`config.mk`:
```
export PLATFORM = sky130hd
export DESIGN_NAME = spi_hold_frontend
export DESIGN_NICKNAME = d
export VERILOG_FILES = /design/src/rtl/spi_fe_pkg.sv /design/src/rtl/spi_fe_sync.sv /design/src/rtl/spi_fe_hold.sv /design/src/rtl/spi_fe_engine.sv /design/src/rtl/spi_hold_frontend.sv
export SDC_FILE = /design/constraint.sdc
export NUM_CORES = 1
export LEC_CHECK = 0
export ABC_AREA = 1
export ABC_CLOCK_PERIOD_IN_PS = 2000
export BUFFER_PORTS_ARGS = -buffer_cell sky130_fd_sc_hd__buf_2
export CAP_MARGIN = 20
export CELL_PAD_IN_SITES_DETAIL_PLACEMENT = 2
export CELL_PAD_IN_SITES_GLOBAL_PLACEMENT = 2
export CORE_ASPECT_RATIO = 0.9
export CORE_MARGIN = 10
export CORE_UTILIZATION = 34
export CTS_CLUSTER_SIZE = 25
export DETAILED_ROUTE_END_ITERATION = 7
export GPL_TIMING_DRIVEN = 1
export PLACE_DENSITY = 0.8
export SLEW_MARGIN = 20
export SYNTH_ARGS = -nofsm -noshare
export SYNTH_HDL_FRONTEND = slang
export SYNTH_SLANG_ARGS = --single-unit
```
`constraint.sdc`:
```
create_clock -name clk -period 2 [get_ports clk]
set_clock_uncertainty 0.05 [all_clocks]
set_input_delay 0.1 -clock clk [delete_from_list [all_inputs] [get_ports clk]]
set_output_delay 0.1 -clock clk [all_outputs]
set_load 0.01 [all_outputs]
```
`src/rtl/spi_fe_pkg.sv`:
```
package spi_fe_pkg;
  localparam int unsigned BYTE_W = 8;
  localparam int unsigned CNT_W  = $clog2(BYTE_W);

  typedef logic [BYTE_W-1:0] byte_t;
  typedef logic [CNT_W-1:0]  bitcnt_t;

  // pin vector ordering used by the synchronizer
  typedef struct packed {
    logic cs_n;
    logic sclk;
    logic mosi;
    logic hold_n;
  } pins_t;

  localparam pins_t PINS_IDLE = '{cs_n: 1'b1, sclk: 1'b0, mosi: 1'b0, hold_n: 1'b1};

  function automatic logic cnt_is_last(bitcnt_t c);
    return c == bitcnt_t'(BYTE_W - 1);
  endfunction

  function automatic bitcnt_t cnt_advance(bitcnt_t c);
    return cnt_is_last(c) ? '0 : bitcnt_t'(c + 1'b1);
  endfunction

  function automatic byte_t shift_in_lsb(byte_t s, logic b);
    return {s[BYTE_W-2:0], b};
  endfunction
endpackage

```
`src/rtl/spi_fe_sync.sv`:
```
module spi_fe_sync #(
  parameter int unsigned W      = 4,
  parameter int unsigned STAGES = 2,
  parameter logic [W-1:0] RST_VAL = '0
) (
  input  logic         clk,
  input  logic         rst_n,
  input  logic [W-1:0] d,
  output logic [W-1:0] q
);
  logic [STAGES-1:0][W-1:0] stg;

  always_ff @(posedge clk or negedge rst_n) begin
    if (!rst_n) begin
      for (int i = 0; i < STAGES; i++) stg[i] <= RST_VAL;
    end else begin
      stg[0] <= d;
      for (int i = 1; i < STAGES; i++) stg[i] <= stg[i-1];
    end
  end

  assign q = stg[STAGES-1];
endmodule

```
`src/rtl/spi_fe_hold.sv`:
```
module spi_fe_hold (
  input  logic clk,
  input  logic rst_n,
  input  logic cs_n_s,
  input  logic sclk_s,
  input  logic hold_n_s,
  output logic sclk_rise,
  output logic sclk_fall,
  output logic cs_rise,
  output logic cs_fall,
  output logic hold_q
);
  logic sclk_prev, cs_prev, hold_d;

  assign sclk_rise = sclk_s & ~sclk_prev;
  assign sclk_fall = ~sclk_s & sclk_prev;
  assign cs_rise   = cs_n_s & ~cs_prev;
  assign cs_fall   = ~cs_n_s & cs_prev;

  // pause state moves only while the serial clock is low
  always_comb begin
    if (cs_n_s)       hold_d = 1'b0;
    else if (!sclk_s) hold_d = ~hold_n_s;
    else              hold_d = hold_q;
  end

  always_ff @(posedge clk or negedge rst_n) begin
    if (!rst_n) begin
      sclk_prev <= 1'b0;
      cs_prev   <= 1'b1;
      hold_q    <= 1'b0;
    end else begin
      sclk_prev <= sclk_s;
      cs_prev   <= cs_n_s;
      hold_q    <= hold_d;
    end
  end

  a_r5_enter_when_low: assert property (@(posedge clk) disable iff (!rst_n)
    $rose(hold_q) |-> $past(!cs_n_s && !sclk_s && !hold_n_s));
  a_r6_exit_when_low: assert property (@(posedge clk) disable iff (!rst_n)
    $fell(hold_q) |-> $past(cs_n_s || (!sclk_s && hold_n_s)));
  a_r8_desel_clears_hold: assert property (@(posedge clk) disable iff (!rst_n)
    cs_n_s |=> !hold_q);
endmodule

```
`src/rtl/spi_fe_engine.sv`:
```
module spi_fe_engine
  import spi_fe_pkg::*;
(
  input  logic  clk,
  input  logic  rst_n,
  input  logic  sclk_rise,
  input  logic  sclk_fall,
  input  logic  cs_rise,
  input  logic  cs_fall,
  input  logic  desel,
  input  logic  hold,
  input  logic  mosi_s,
  input  logic  tx_load,
  input  byte_t tx_byte,
  output byte_t rx_byte,
  output logic  byte_valid,
  output logic  tx_taken,
  output logic  miso_out,
  output logic  miso_oe,
  output logic  frame_start,
  output logic  frame_end
);
  bitcnt_t bit_cnt;
  byte_t   rx_sh, tx_sh, pend_b;
  logic    tx_act, pend_v;
  logic    act_rise, act_fall, at_boundary;

  assign act_rise    = sclk_rise & ~hold & ~desel;
  assign act_fall    = sclk_fall & ~hold & ~desel;
  assign at_boundary = (bit_cnt == '0);

  always_ff @(posedge clk or negedge rst_n) begin
    if (!rst_n) begin
      bit_cnt     <= '0;
      rx_sh       <= '0;
      rx_byte     <= '0;
      tx_sh       <= '0;
      pend_b      <= '0;
      pend_v      <= 1'b0;
      tx_act      <= 1'b0;
      byte_valid  <= 1'b0;
      tx_taken    <= 1'b0;
      frame_start <= 1'b0;
      frame_end   <= 1'b0;
    end else begin
      byte_valid  <= 1'b0;
      tx_taken    <= 1'b0;
      frame_start <= cs_fall;
      frame_end   <= cs_rise;
      if (desel) begin
        bit_cnt <= '0;
        rx_sh   <= '0;
        tx_sh   <= '0;
        pend_v  <= 1'b0;
        tx_act  <= 1'b0;
      end else begin
        if (act_rise) begin
          rx_sh   <= shift_in_lsb(rx_sh, mosi_s);
          bit_cnt <= cnt_advance(bit_cnt);
          if (cnt_is_last(bit_cnt)) begin
            byte_valid <= 1'b1;
            rx_byte    <= shift_in_lsb(rx_sh, mosi_s);
          end
        end
        if (act_fall) begin
          if (at_boundary) begin
            tx_act   <= pend_v;
            tx_sh    <= pend_b;
            tx_taken <= pend_v;
          end else begin
            tx_sh <= shift_in_lsb(tx_sh, 1'b0);
          end
        end
        if (tx_load) begin
          pend_v <= 1'b1;
          pend_b <= tx_byte;
        end else if (act_fall && at_boundary) begin
          pend_v <= 1'b0;
        end
      end
    end
  end

  assign miso_oe  = tx_act & ~hold & ~desel;
  assign miso_out = tx_act & tx_sh[BYTE_W-1];

  a_r7_frozen_in_hold: assert property (@(posedge clk) disable iff (!rst_n)
    $past(hold && !desel) |-> ($stable(bit_cnt) && $stable(rx_sh) && $stable(tx_sh)));
  a_r2_valid_single: assert property (@(posedge clk) disable iff (!rst_n)
    byte_valid |=> !byte_valid);
  a_r3_start_on_fall: assert property (@(posedge clk) disable iff (!rst_n)
    $rose(tx_act) |-> $past(act_fall && at_boundary));
  a_r8_end_single: assert property (@(posedge clk) disable iff (!rst_n)
    frame_end |=> !frame_end);
  a_r8_cleared_after_desel: assert property (@(posedge clk) disable iff (!rst_n)
    $past(desel) |-> (bit_cnt == '0 && !tx_act && !pend_v));
endmodule

```
`src/rtl/spi_hold_frontend.sv`:
```
module spi_hold_frontend
  import spi_fe_pkg::*;
#(
  parameter int unsigned SYNC_STAGES = 2
) (
  input  logic       clk,
  input  logic       rst_n,
  input  logic       cs_n_pin,
  input  logic       sclk_pin,
  input  logic       mosi_pin,
  input  logic       hold_n_pin,
  input  logic       tx_load,
  input  logic [7:0] tx_byte,
  output logic       miso_out,
  output logic       miso_oe,
  output logic [7:0] rx_byte,
  output logic       byte_valid,
  output logic       tx_taken,
  output logic       frame_start,
  output logic       frame_end,
  output logic       hold_active
);
  pins_t pins_raw, pins_s;
  logic  sclk_rise, sclk_fall, cs_rise, cs_fall, hold_q;

  assign pins_raw = '{cs_n: cs_n_pin, sclk: sclk_pin, mosi: mosi_pin, hold_n: hold_n_pin};

  spi_fe_sync #(
    .W(4), .STAGES(SYNC_STAGES), .RST_VAL(PINS_IDLE)
  ) u_sync (
    .clk(clk), .rst_n(rst_n), .d(pins_raw), .q(pins_s)
  );

  spi_fe_hold u_hold (
    .clk(clk), .rst_n(rst_n),
    .cs_n_s(pins_s.cs_n), .sclk_s(pins_s.sclk), .hold_n_s(pins_s.hold_n),
    .sclk_rise(sclk_rise), .sclk_fall(sclk_fall),
    .cs_rise(cs_rise), .cs_fall(cs_fall), .hold_q(hold_q)
  );

  spi_fe_engine u_engine (
    .clk(clk), .rst_n(rst_n),
    .sclk_rise(sclk_rise), .sclk_fall(sclk_fall),
    .cs_rise(cs_rise), .cs_fall(cs_fall),
    .desel(pins_s.cs_n), .hold(hold_q), .mosi_s(pins_s.mosi),
    .tx_load(tx_load), .tx_byte(tx_byte),
    .rx_byte(rx_byte), .byte_valid(byte_valid), .tx_taken(tx_taken),
    .miso_out(miso_out), .miso_oe(miso_oe),
    .frame_start(frame_start), .frame_end(frame_end)
  );

  assign hold_active = hold_q;

  a_r4_oe_off_deselected: assert property (@(posedge clk) disable iff (!rst_n)
    $past(cs_n_pin) && $past(cs_n_pin, 2) && $past(cs_n_pin, 3) |-> !miso_oe);
endmodule

```
# Word level (Yosys, flattened, before mapping)
# Cells that the tools add are included.
# op_classes
addsub	1
n_eq_ne	2
mux	22
n_bitwise	17
reduce_logical	9
# op_table
cell	count
$mux W8	3
$mux W1	14
$mux W7	2
$and A1 B1 Y1	11
$mux W3	3
$not A1 Y1	6
$reduce_bool A2 Y1	3
$reduce_and A2 Y1	2
$add A3 B1 Y3 const B	1
$eq A3 B3 Y1 const B	1
$logic_not A3 Y1	1
$reduce_and A3 Y1	1
$reduce_bool A3 Y1	1
$ne A2 B1 Y1 const B	1
$logic_and A1 B1 Y1	1
# totals
register_bits	51
inputBits	15
out_inout_bits	15
elab_cells	67

# Logic depth before layout (Yosys ltp)
# Gate-level depths: netlist of the first run.
# depth
ltp_word	8
depth_mapped	8

# Hierarchy
# Synthesis of the first run repeated with hierarchy kept, for this count alone.
# hier_totals
cells_unflattened	229
hier_area_um2	2105.8
# by_module_without_submodules
module	instances	cells_each	area_per_inst_um2
spi_fe_engine	1	202	1741.7
spi_fe_sync	1	12	235.2
spi_fe_hold	1	15	128.9

# Worst setup path before layout of the first run
# No wires, ideal clock.
# synth_path
kind	register to register
start	register u_engine.bit_cnt[0]
end	register u_engine.tx_act
setup_ps	83
t_arrival_ps	1121
t_required_ps	1867
setup_slack_ps	746
stages_incl_launch_ff	8
n_path_buf	1
synth_period_minus_slack_ps	1254
cell_sequence	dfrtp_1 -> inv_1 -> ha_1 -> buf_2 -> nand2_2 -> nor2_1 -> nand2_1 -> o21ai_0
# synth_between
elab_chain_cells	3
# synth_lines
element	line	source
from (decl)	spi_fe_engine.sv:23	bitcnt_t bit_cnt;
from (signal assigned)	spi_fe_engine.sv:59	bit_cnt <= cnt_advance(bit_cnt);
$logic_not A3 Y1	spi_fe_engine.sv:30	assign at_boundary = (bit_cnt == '0);
$reduce_bool A2 Y1 (no source line)	-	
$reduce_and A2 Y1 (no source line)	-	
to (signal assigned)	spi_fe_engine.sv:67	tx_act <= pend_v;
to (decl)	spi_fe_engine.sv:25	logic tx_act, pend_v;
# No other way between the ends.
# A chain may end at the register's enable or synchronous reset.

# Worst setup path after layout of the first run
# layout_path
start	register u_engine.bit_cnt[0]
end	register u_engine.rx_byte[1]
# layout_between
elab_chain_cells	2
# layout_lines
element	line	source
$eq A3 B3 Y1	spi_fe_pkg.sv:19	return c == bitcnt_t'(BYTE_W - 1);
$reduce_and A3 Y1 (no source line)	-	
to (signal assigned)	spi_fe_engine.sv:62	rx_byte <= shift_in_lsb(rx_sh, mosi_s);
to (decl)	spi_fe_engine.sv:15	output byte_t rx_byte,
# No other way between the ends.

==> impl_metrics.yaml, run 1 <==
die:
  fp.dieArea_sq_um: 9847
  die_x_microns: 103.5
  start_util_pct: 34.89
  placement_rows: 27
  core_region_area_sq_um: 6115
  floorplan.die.height_microns: 95.15
  num_io_pins: 30
setup_path:
  critical_path_class: "reg -> reg"
  critical_path.slowest_cell: "sky130_fd_sc_hd__ha_1"
  critPathCaptureType: "flop"
  path_cells: "ha_1 > ha_1 > nand4_4 > nand2_1 > nand2_1"
  slowest_stage_delay_on_critical_path_ns: 0.44
  timing.critical_path.fanout_max: 9
  worstReg2RegStart: "u_engine.bit_cnt[0]$_DFFE_PN0P_"
  reg2regPathDepth: 5
  worstPathBufferInverterCount: 0
  arrival_ns: 1.76
  crit_required_ns: 2.15
  regToRegEndpoint: "u_engine.rx_byte[1]$_DFFE_PN0P_"
  startpoint_class_of_the_critical_path: "flop"
  timing.critical_path.max_delay_family: "adder cells"
  r2r_setup_slack_ns: 0.38
min_path:
  hold_path.startpoint: "tx_load"
  hold_depth: 3
  holdPathEnd: "u_engine.pend_b[3]$_DFFE_PN0P_"
  hold_class: "in -> reg"
clocking:
  insertion_delay_ns: 0.30
  htree_levels: 2
  cts_resized: 0
  post_cts_hold_buffer_count: 13
  path_clk_slew_ns: 0.09
  cts_tree: "built"
  cts_max_path_buffers: 2
  ctsRootBufferMaster: "sky130_fd_sc_hd__clkbuf_8"
  clkSinkCount: 51
  postCtsSetupRepairBufs: 0
  cts-buffers-inserted: 5
placement:
  gp_congestion: 0.6917
  dp_hpwl_mm: 3.939
  port_buffers: 29
  detailedPlace.worstSlack_ns: 0.4309
detailed_routing:
  detail_route.vias_per_cell: 4.703
  wl_mm: 5.287
  postRouteAntennaNets: 0
  dr.pass1.iters: 4
  via_count: 1665
  detail_route.drc_violations: 0
  drt_first_iter_violations: 44
  routedWlPerCell_microns: 14.94
synthesis:
  synth_compound_area_share_pct: 1.994
  portion_of_netlist_area_occupied_by_mux_cells_pct: 0
  synth_top_family_by_area: "simple AND/OR/NAND/NOR gates"
  syn_area_sq_um: 2133
  yosysSeqAreaShare_pct: 60.12
  yosysWarnings: 0
  synthSimpleGateAreaFrac_pct: 28.97
  synthArstFlopShare_pct: 100.0
  number_of_distinct_library_cells_after_synthesis: 19
  synthAdderAreaFrac_pct: 2.346
  synth_xor_xnor_area_share_pct: 0
  synth_flop_cell: "sky130_fd_sc_hd__dfrtp_1"
  ys_ff_latch: 51
  avgSynthCellArea_sq_um: 9.609
  synth_enable_flop_cells: 0
  synth_nets: 241
  post_synth_inst_count: 222
layout:
  ratio_of_cells_with_drive_above_1_in_the_final_layout_pct: 20.22
  design.final.nets: 285
  fin_util_pct: 41.56
  multi_input_comb_area_sq_um: 710.7
  area_growth_pct: 19.12
  layout.area.seq_sq_um: 1282
  most_common_cell_after_layout_fill_and_taps_aside: "sky130_fd_sc_hd__nand2_1"
  most-common-layout-cells: "82 x sky130_fd_sc_hd__nand2_1, 46 x sky130_fd_sc_hd__dfrtp_1, 30 x sky130_fd_sc_hd__nand3_1, 29 x sky130_fd_sc_hd__buf_2"
  layout.filler_cells: 667
  antennaDiodeCount: 0
sta:
  maxSlewViolCount: 0
  postLayoutSetupSlackWorst_ns: 0.3819
  finalWorstPathRequiredPeriod_ns: 1.618
  worst_slew_pin_slew_ns: 0.5092
  max_slew_margin_pct: 66.05
  period_share_pct: 80.90
  fmaxAchievable_mhz: 618.0
  setup_viol_count_final: 0
  finalHoldViolations: 0
  grt_setup_unrepaired: "no"
  timing.setup.tns_ns: 0
global_routing:
  grt-ovfl-total: 0
  grt_first_pass_wirelength_mm: 9.301
  overall_track_demand_over_capacity_in_global_routing_pct: 12.05
  pin_count_of_the_biggest_net_entering_global_routing: 29
  grt_antenna_before_repair: 0
  first_global_vias: 1842
power:
  power.density_cell_area_nw_per_um2: 743.4
  static-leakage-power_uw: 0.001401
  peakVddDrop_v: 0.0003135
outcome:
  status: "finished clean"
job:
  max-cap-violations: 0
## final cells by class
cell class | instances | share of cell area, %
Sequential cell | 51 | 50.47
Multi-Input combinational cell | 147 | 27.97
Timing Repair Buffer | 45 | 11.72
Tap cell | 87 | 4.284
Clock buffer | 7 | 3.003
Inverter | 16 | 2.363
Clock inverter | 1 | 0.1969
## synthesized netlist by cell type (2+ instances only)
library cell	number	share of area, %
sky130_fd_sc_hd__a21oi_1	2	0.47
sky130_fd_sc_hd__buf_6	6	3.2
sky130_fd_sc_hd__dfrtp_1	46	54
sky130_fd_sc_hd__dfstp_2	5	6.2
sky130_fd_sc_hd__ha_1	4	2.3
sky130_fd_sc_hd__inv_1	13	2.3
sky130_fd_sc_hd__inv_2	3	0.53
sky130_fd_sc_hd__nand2_1	82	14
sky130_fd_sc_hd__nand2_2	3	0.88
sky130_fd_sc_hd__nand3_1	30	7.0
sky130_fd_sc_hd__nand4_1	8	2.3
sky130_fd_sc_hd__nor2_1	7	1.2
sky130_fd_sc_hd__nor2_4	3	1.6
sky130_fd_sc_hd__o21ai_0	5	1.2
## power by group
part / switching [uW] / leakage [uW] / internal, uW
Combinational: 123 / 0.000699 / 72.4
Clock: 333 / 0.0000422 / 247
Sequential: 31.3 / 0.000660 / 1080
Total: 487 / 0.00140 / 1400
## state kept, by name (all words and copies together), names as in the netlist, 3 cells and up
name	flops
u_engine.pend_b	8
u_engine.rx_byte	8
u_engine.tx_sh	8
u_engine.rx_sh	7
u_sync.q	4
u_sync.stg	4
u_engine.bit_cnt	3
## worst register-to-register path: stages (launching register included)
cell,delay [ns]
sky130_fd_sc_hd__dfrtp_1,0.39
sky130_fd_sc_hd__ha_1,0.20
sky130_fd_sc_hd__ha_1,0.44
sky130_fd_sc_hd__nand4_4,0.24
sky130_fd_sc_hd__nand2_1,0.13
sky130_fd_sc_hd__nand2_1,0.06
## layer usage
| metal | vias to the layer above | wire [microns] | track usage [%] |
|---|---|---|---|
| met3 | 5 | 207 | 2.531 |
| met1 | 836 | 2351 | 14.61 |
| li1 | 796 | - | - |
| met4 | 0 | 74 | 4.861 |
| met5 | - | 0 | 0 |
| met2 | 28 | 2654 | 20.41 |
## per-stage QoR
| step | hold slack [ns] | std cells | area [sq um] | total power, uW |
|---|---|---|---|---|
| global placement | 0.05417 | 333 | 2330 | 1304 |
| global route | 0.06842 | 354 | 2541 | 2003 |
| finish | 0.07071 | 354 | 2541 | 1889 |
| CTS | 0.06133 | 354 | 2541 | 1923 |
| floorplan | -0.2456 | 222 | 2133 | 1239 |
| detailed placement | 0.06930 | 333 | 2330 | 1315 |
## kinds of logic after synthesis
group / Yosys count
adders and majority gates: 4
and+or+nand+nor: 135
AOI/OAI and AO/OA: 8
buffers and inverters: 24
DFF: 51
## worst max path at each step
stage | startpoint | endpoint | slack [ns] | cells after the start
final | u_engine.bit_cnt[0]$_DFFE_PN0P_ | u_engine.rx_byte[1]$_DFFE_PN0P_ | 0.38 | 5
after global routing | u_engine.bit_cnt[0]$_DFFE_PN0P_ | u_engine.tx_act$_DFFE_PN0P_ | 0.21 | 6
after CTS | u_engine.bit_cnt[0]$_DFFE_PN0P_ | u_engine.tx_act$_DFFE_PN0P_ | 0.37 | 6
after global placement | u_engine.bit_cnt[1]$_DFFE_PN0P_ | u_engine.rx_byte[0]$_DFFE_PN0P_ | 0.47 | 5
after detailed placement | u_engine.bit_cnt[1]$_DFFE_PN0P_ | u_engine.rx_byte[1]$_DFFE_PN0P_ | 0.43 | 5
after floorplan | u_engine.bit_cnt[0]$_DFFE_PN0P_ | u_engine.tx_act$_DFFE_PN0P_ | 0.75 | 7
Note: power is estimated with default switching activity, not from simulation.
==> run 2: changes to the inputs <==
- ABC_AREA: 1 -> 0
- ABC_CLOCK_PERIOD_IN_PS: 2000 -> 1540
- PLACE_DENSITY: 0.8 -> 0.73
- clock period: 2 -> 1.54 ns (I/O delays scaled with it)
==> run 2 against run 1 <==
Non-clock buffer count up 8. Count of clock-buffer cells in the layout is 1 higher. Critical path depth shrank 1. Sequential power up 32%. Highest routed layer unchanged. Fmax is 6.2% higher.
==> impl_metrics.yaml, run 2 <==
detailed_routing:
  drt_first_iter_violations: 56
  maxUsedRoutingLayer: "met4"
  postRouteAntennaNets: 0
  detail_route.vias_per_cell: 4.906
  wl_mm: 4.986
  detailroute.wirelength.met3_microns: 174
  detail_route.drc_violations: 0
  via_count: 1251
  routedWlPerCell_microns: 19.55
  routedLengthMet1_mm: 2.144
  met2_length_mm: 2.617
  dr.pass1.iters: 2
clocking:
  cts_tree: "built"
  ctsRootBufferMaster: "sky130_fd_sc_hd__clkbuf_8"
  htree_levels: 2
  clkSinkCount: 51
  cts_max_path_buffers: 2
  cts-buffers-inserted: 5
  path_clk_slew_ns: 0.09
  insertion_delay_ns: 0.30
outcome:
  status: "finished clean"
setup_path:
  critical_path_cell_count: 4
  arrival_ns: 1.67
  critPathCaptureType: "flop"
  startpoint_class_of_the_critical_path: "flop"
  reg2regPathDepth: 4
  critical_path_class: "reg -> reg"
  r2r_setup_slack_ns: 0.02
  timing.critical_path.fanout_max: 8
  regToRegEndpoint: "u_engine.rx_byte[6]$_DFFE_PN0P_"
  worstPathBufferInverterCount: 1
  crit_required_ns: 1.68
  slowest_stage_delay_on_critical_path_ns: 0.43
  worstReg2RegStart: "u_sync.q[3]$_DFF_PN1_"
  path_cells: "nor4b_4 > buf_4 > nand2_2 > mux2_4"
  first_element_of_the_critical_path: "u_sync.q[3]$_DFF_PN1_"
  worstSetupEndpoint: "u_engine.rx_byte[6]$_DFFE_PN0P_"
  critical_path.slowest_cell: "sky130_fd_sc_hd__dfstp_2"
  timing.critical_path.max_delay_family: "flip-flops"
synthesis:
  yosysTopAreaCellShare_pct: 58.26
  synthTopCellsByArea: "sky130_fd_sc_hd__dfrtp_1 58%, sky130_fd_sc_hd__dfstp_2 6.6%, sky130_fd_sc_hd__mux2_4 6.1%"
  synth_flop_cell: "sky130_fd_sc_hd__dfrtp_1"
  synth_compound_area_share_pct: 9.120
  synth_enable_flop_cells: 0
  synth_xor_xnor_area_share_pct: 0
  ys_top_cells_by_count: "46 x sky130_fd_sc_hd__dfrtp_1, 8 x sky130_fd_sc_hd__a22o_1, 8 x sky130_fd_sc_hd__mux2_2, 8 x sky130_fd_sc_hd__mux2_4, 8 x sky130_fd_sc_hd__o2bb2ai_1"
  yosysSeqAreaShare_pct: 64.91
  number_of_distinct_library_cells_after_synthesis: 25
  synthAdderAreaFrac_pct: 2.533
  syn_area_sq_um: 1976
  yosysWarnings: 0
  synthSimpleGateAreaFrac_pct: 6.713
  post_synth_inst_count: 128
  avgSynthCellArea_sq_um: 15.43
  synthArstFlopShare_pct: 100.0
  synth.most_common_cell: "sky130_fd_sc_hd__dfrtp_1"
  post-synth-top-area-cell: "sky130_fd_sc_hd__dfrtp_1"
  synth_top_family_by_area: "multiplexers"
  ys_ff_latch: 51
  portion_of_netlist_area_occupied_by_mux_cells_pct: 14.19
  synth_nets: 147
sta:
  period_share_pct: 98.93
  worst_slew_pin_slew_ns: 0.6863
  fmaxAchievable_mhz: 656.4
  grt_setup_unrepaired: "yes"
  timing.setup.tns_ns: 0
  finalHoldViolations: 0
  maxSlewViolCount: 0
  finalWorstPathRequiredPeriod_ns: 1.524
  setup_viol_count_final: 0
  max_slew_margin_pct: 54.08
layout:
  layout.filler_cells: 572
  most-common-layout-cells: "43 x sky130_fd_sc_hd__dfrtp_1, 29 x sky130_fd_sc_hd__buf_2, 13 x sky130_fd_sc_hd__dlygate4sd3_1, 9 x sky130_fd_sc_hd__buf_4"
  largest_registers: "u_engine.pend_b (8), u_engine.rx_byte (8), u_engine.tx_sh (8)"
  ratio_of_cells_with_drive_above_1_in_the_final_layout_pct: 46.49
  most_common_cell_after_layout_fill_and_taps_aside: "sky130_fd_sc_hd__dfrtp_1"
  final_cell_count_no_fill: 255
  design.final.nets: 203
  area_growth_pct: 29.51
  antennaDiodeCount: 0
  post-route-cell-area_sq_um: 2559
die:
  core_region_area_sq_um: 5660
  placement_rows: 26
  die_x_microns: 100.4
  floorplan.die.height_microns: 92.32
  num_io_pins: 30
  fp.dieArea_sq_um: 9264
  start_util_pct: 34.90
power:
  power.density_cell_area_nw_per_um2: 1007
  peakVddDrop_v: 0.0004142
  static-leakage-power_uw: 0.001291
global_routing:
  first_global_vias: 1463
  overall_track_demand_over_capacity_in_global_routing_pct: 11.02
  grt_antenna_before_repair: 0
  grt-ovfl-total: 0
  pin_count_of_the_biggest_net_entering_global_routing: 25
  grt_first_pass_wirelength_mm: 8.169
placement:
  placed_area_sq_um: 2235
  gp_congestion: 0.7058
  dp_hpwl_mm: 3.237
  port_buffers: 29
  placed_cell_count: 228
job:
  max-cap-violations: 0
min_path:
  hold_class: "in -> async"
[run 2: changes by cell type in the layout (fill, tap and decap cells not counted), sizes merged, moves of 3 or more]
cell	previous run	this run
mux2i	0	7
mux2	0	16
nand4	9	0
nand3	31	1
o21ai	5	0
nor2	10	5
nor2b	0	3
nand2	85	4
buf	32	40
o2bb2ai	0	8
a22o	0	8
nor3b	0	3
inv	16	5
[run 2: repair_timing]
action	in CTS	in global routing
pin swaps	1	2
resized for setup	7	9
gates cloned	1	0
hold endpoints to repair	24	0
endpoints found under the setup margin	20	21
hold buffers	13	0
setup buffers	1	4
[run 2: layout make-up]
| type | instances | area (sq um) | share of cell area (%) |
|---|---|---|---|
| well taps | 70 | 87.58 | 3.423 |
| flip-flops and latches | 51 | 1286 | 50.27 |
| clock buffers | 8 | 100.1 | 3.912 |
| inverters | 5 | 18.77 | 0.7335 |
| repair buffers | 53 | 377.9 | 14.77 |
| multi-input cells | 68 | 688.2 | 26.89 |
[run 2: worst min-delay path by stage]
stage | start | endpoint | slack [ns] | depth (start not counted)
global placement | rst_n | u_engine.pend_b[1]$_DFFE_PN0P_ | -0.008 | 1
floorplan | rst_n | u_engine.bit_cnt[0]$_DFFE_PN0P_ | -0.27 | 0
detailed placement | rst_n | u_engine.frame_start$_DFF_PN0_ | 0.008 | 1
CTS | rst_n | u_sync.stg[2]$_DFF_PN0_ | 0.20 | 2
finish | rst_n | u_sync.stg[2]$_DFF_PN0_ | 0.20 | 2
global route | rst_n | u_sync.stg[2]$_DFF_PN0_ | 0.24 | 2
[run 2: per-layer routing]
metal | track usage [%] | vias up
met5 | 0 | -
met4 | 4.235 | 0
met3 | 3.046 | 4
met2 | 17.67 | 16
met1 | 13.78 | 665
li1 | - | 566
[run 2: stage by stage]
stage          total power, uW  hold WS (ns)  util (%)  worst slack (ns)
3_3_place_gp              1684     -0.008128     39.48          -0.03405
6_report                  2576        0.2017     45.20           0.01644
5_1_grt                   2721        0.2443     45.20          -0.06379
3_5_place_dp              1709      0.008428     39.48           -0.1158
2_1_floorplan             1596       -0.2686         -            0.1061
4_1_cts                   2593        0.2034     44.25          0.004041
[run 2: power breakdown]
part,internal [uW],switching [uW]
clock,411,417
combinational,148,131
sequential,1410,55.9
[run 2: kinds of logic (layout without fill, tap and decap cells)]
logic type	Yosys count	count (layout)
flops	51	51
fa+ha+maj	4	4
simple gates	19	20
mux	23	23
compound gates	21	21
buf+inv	10	66
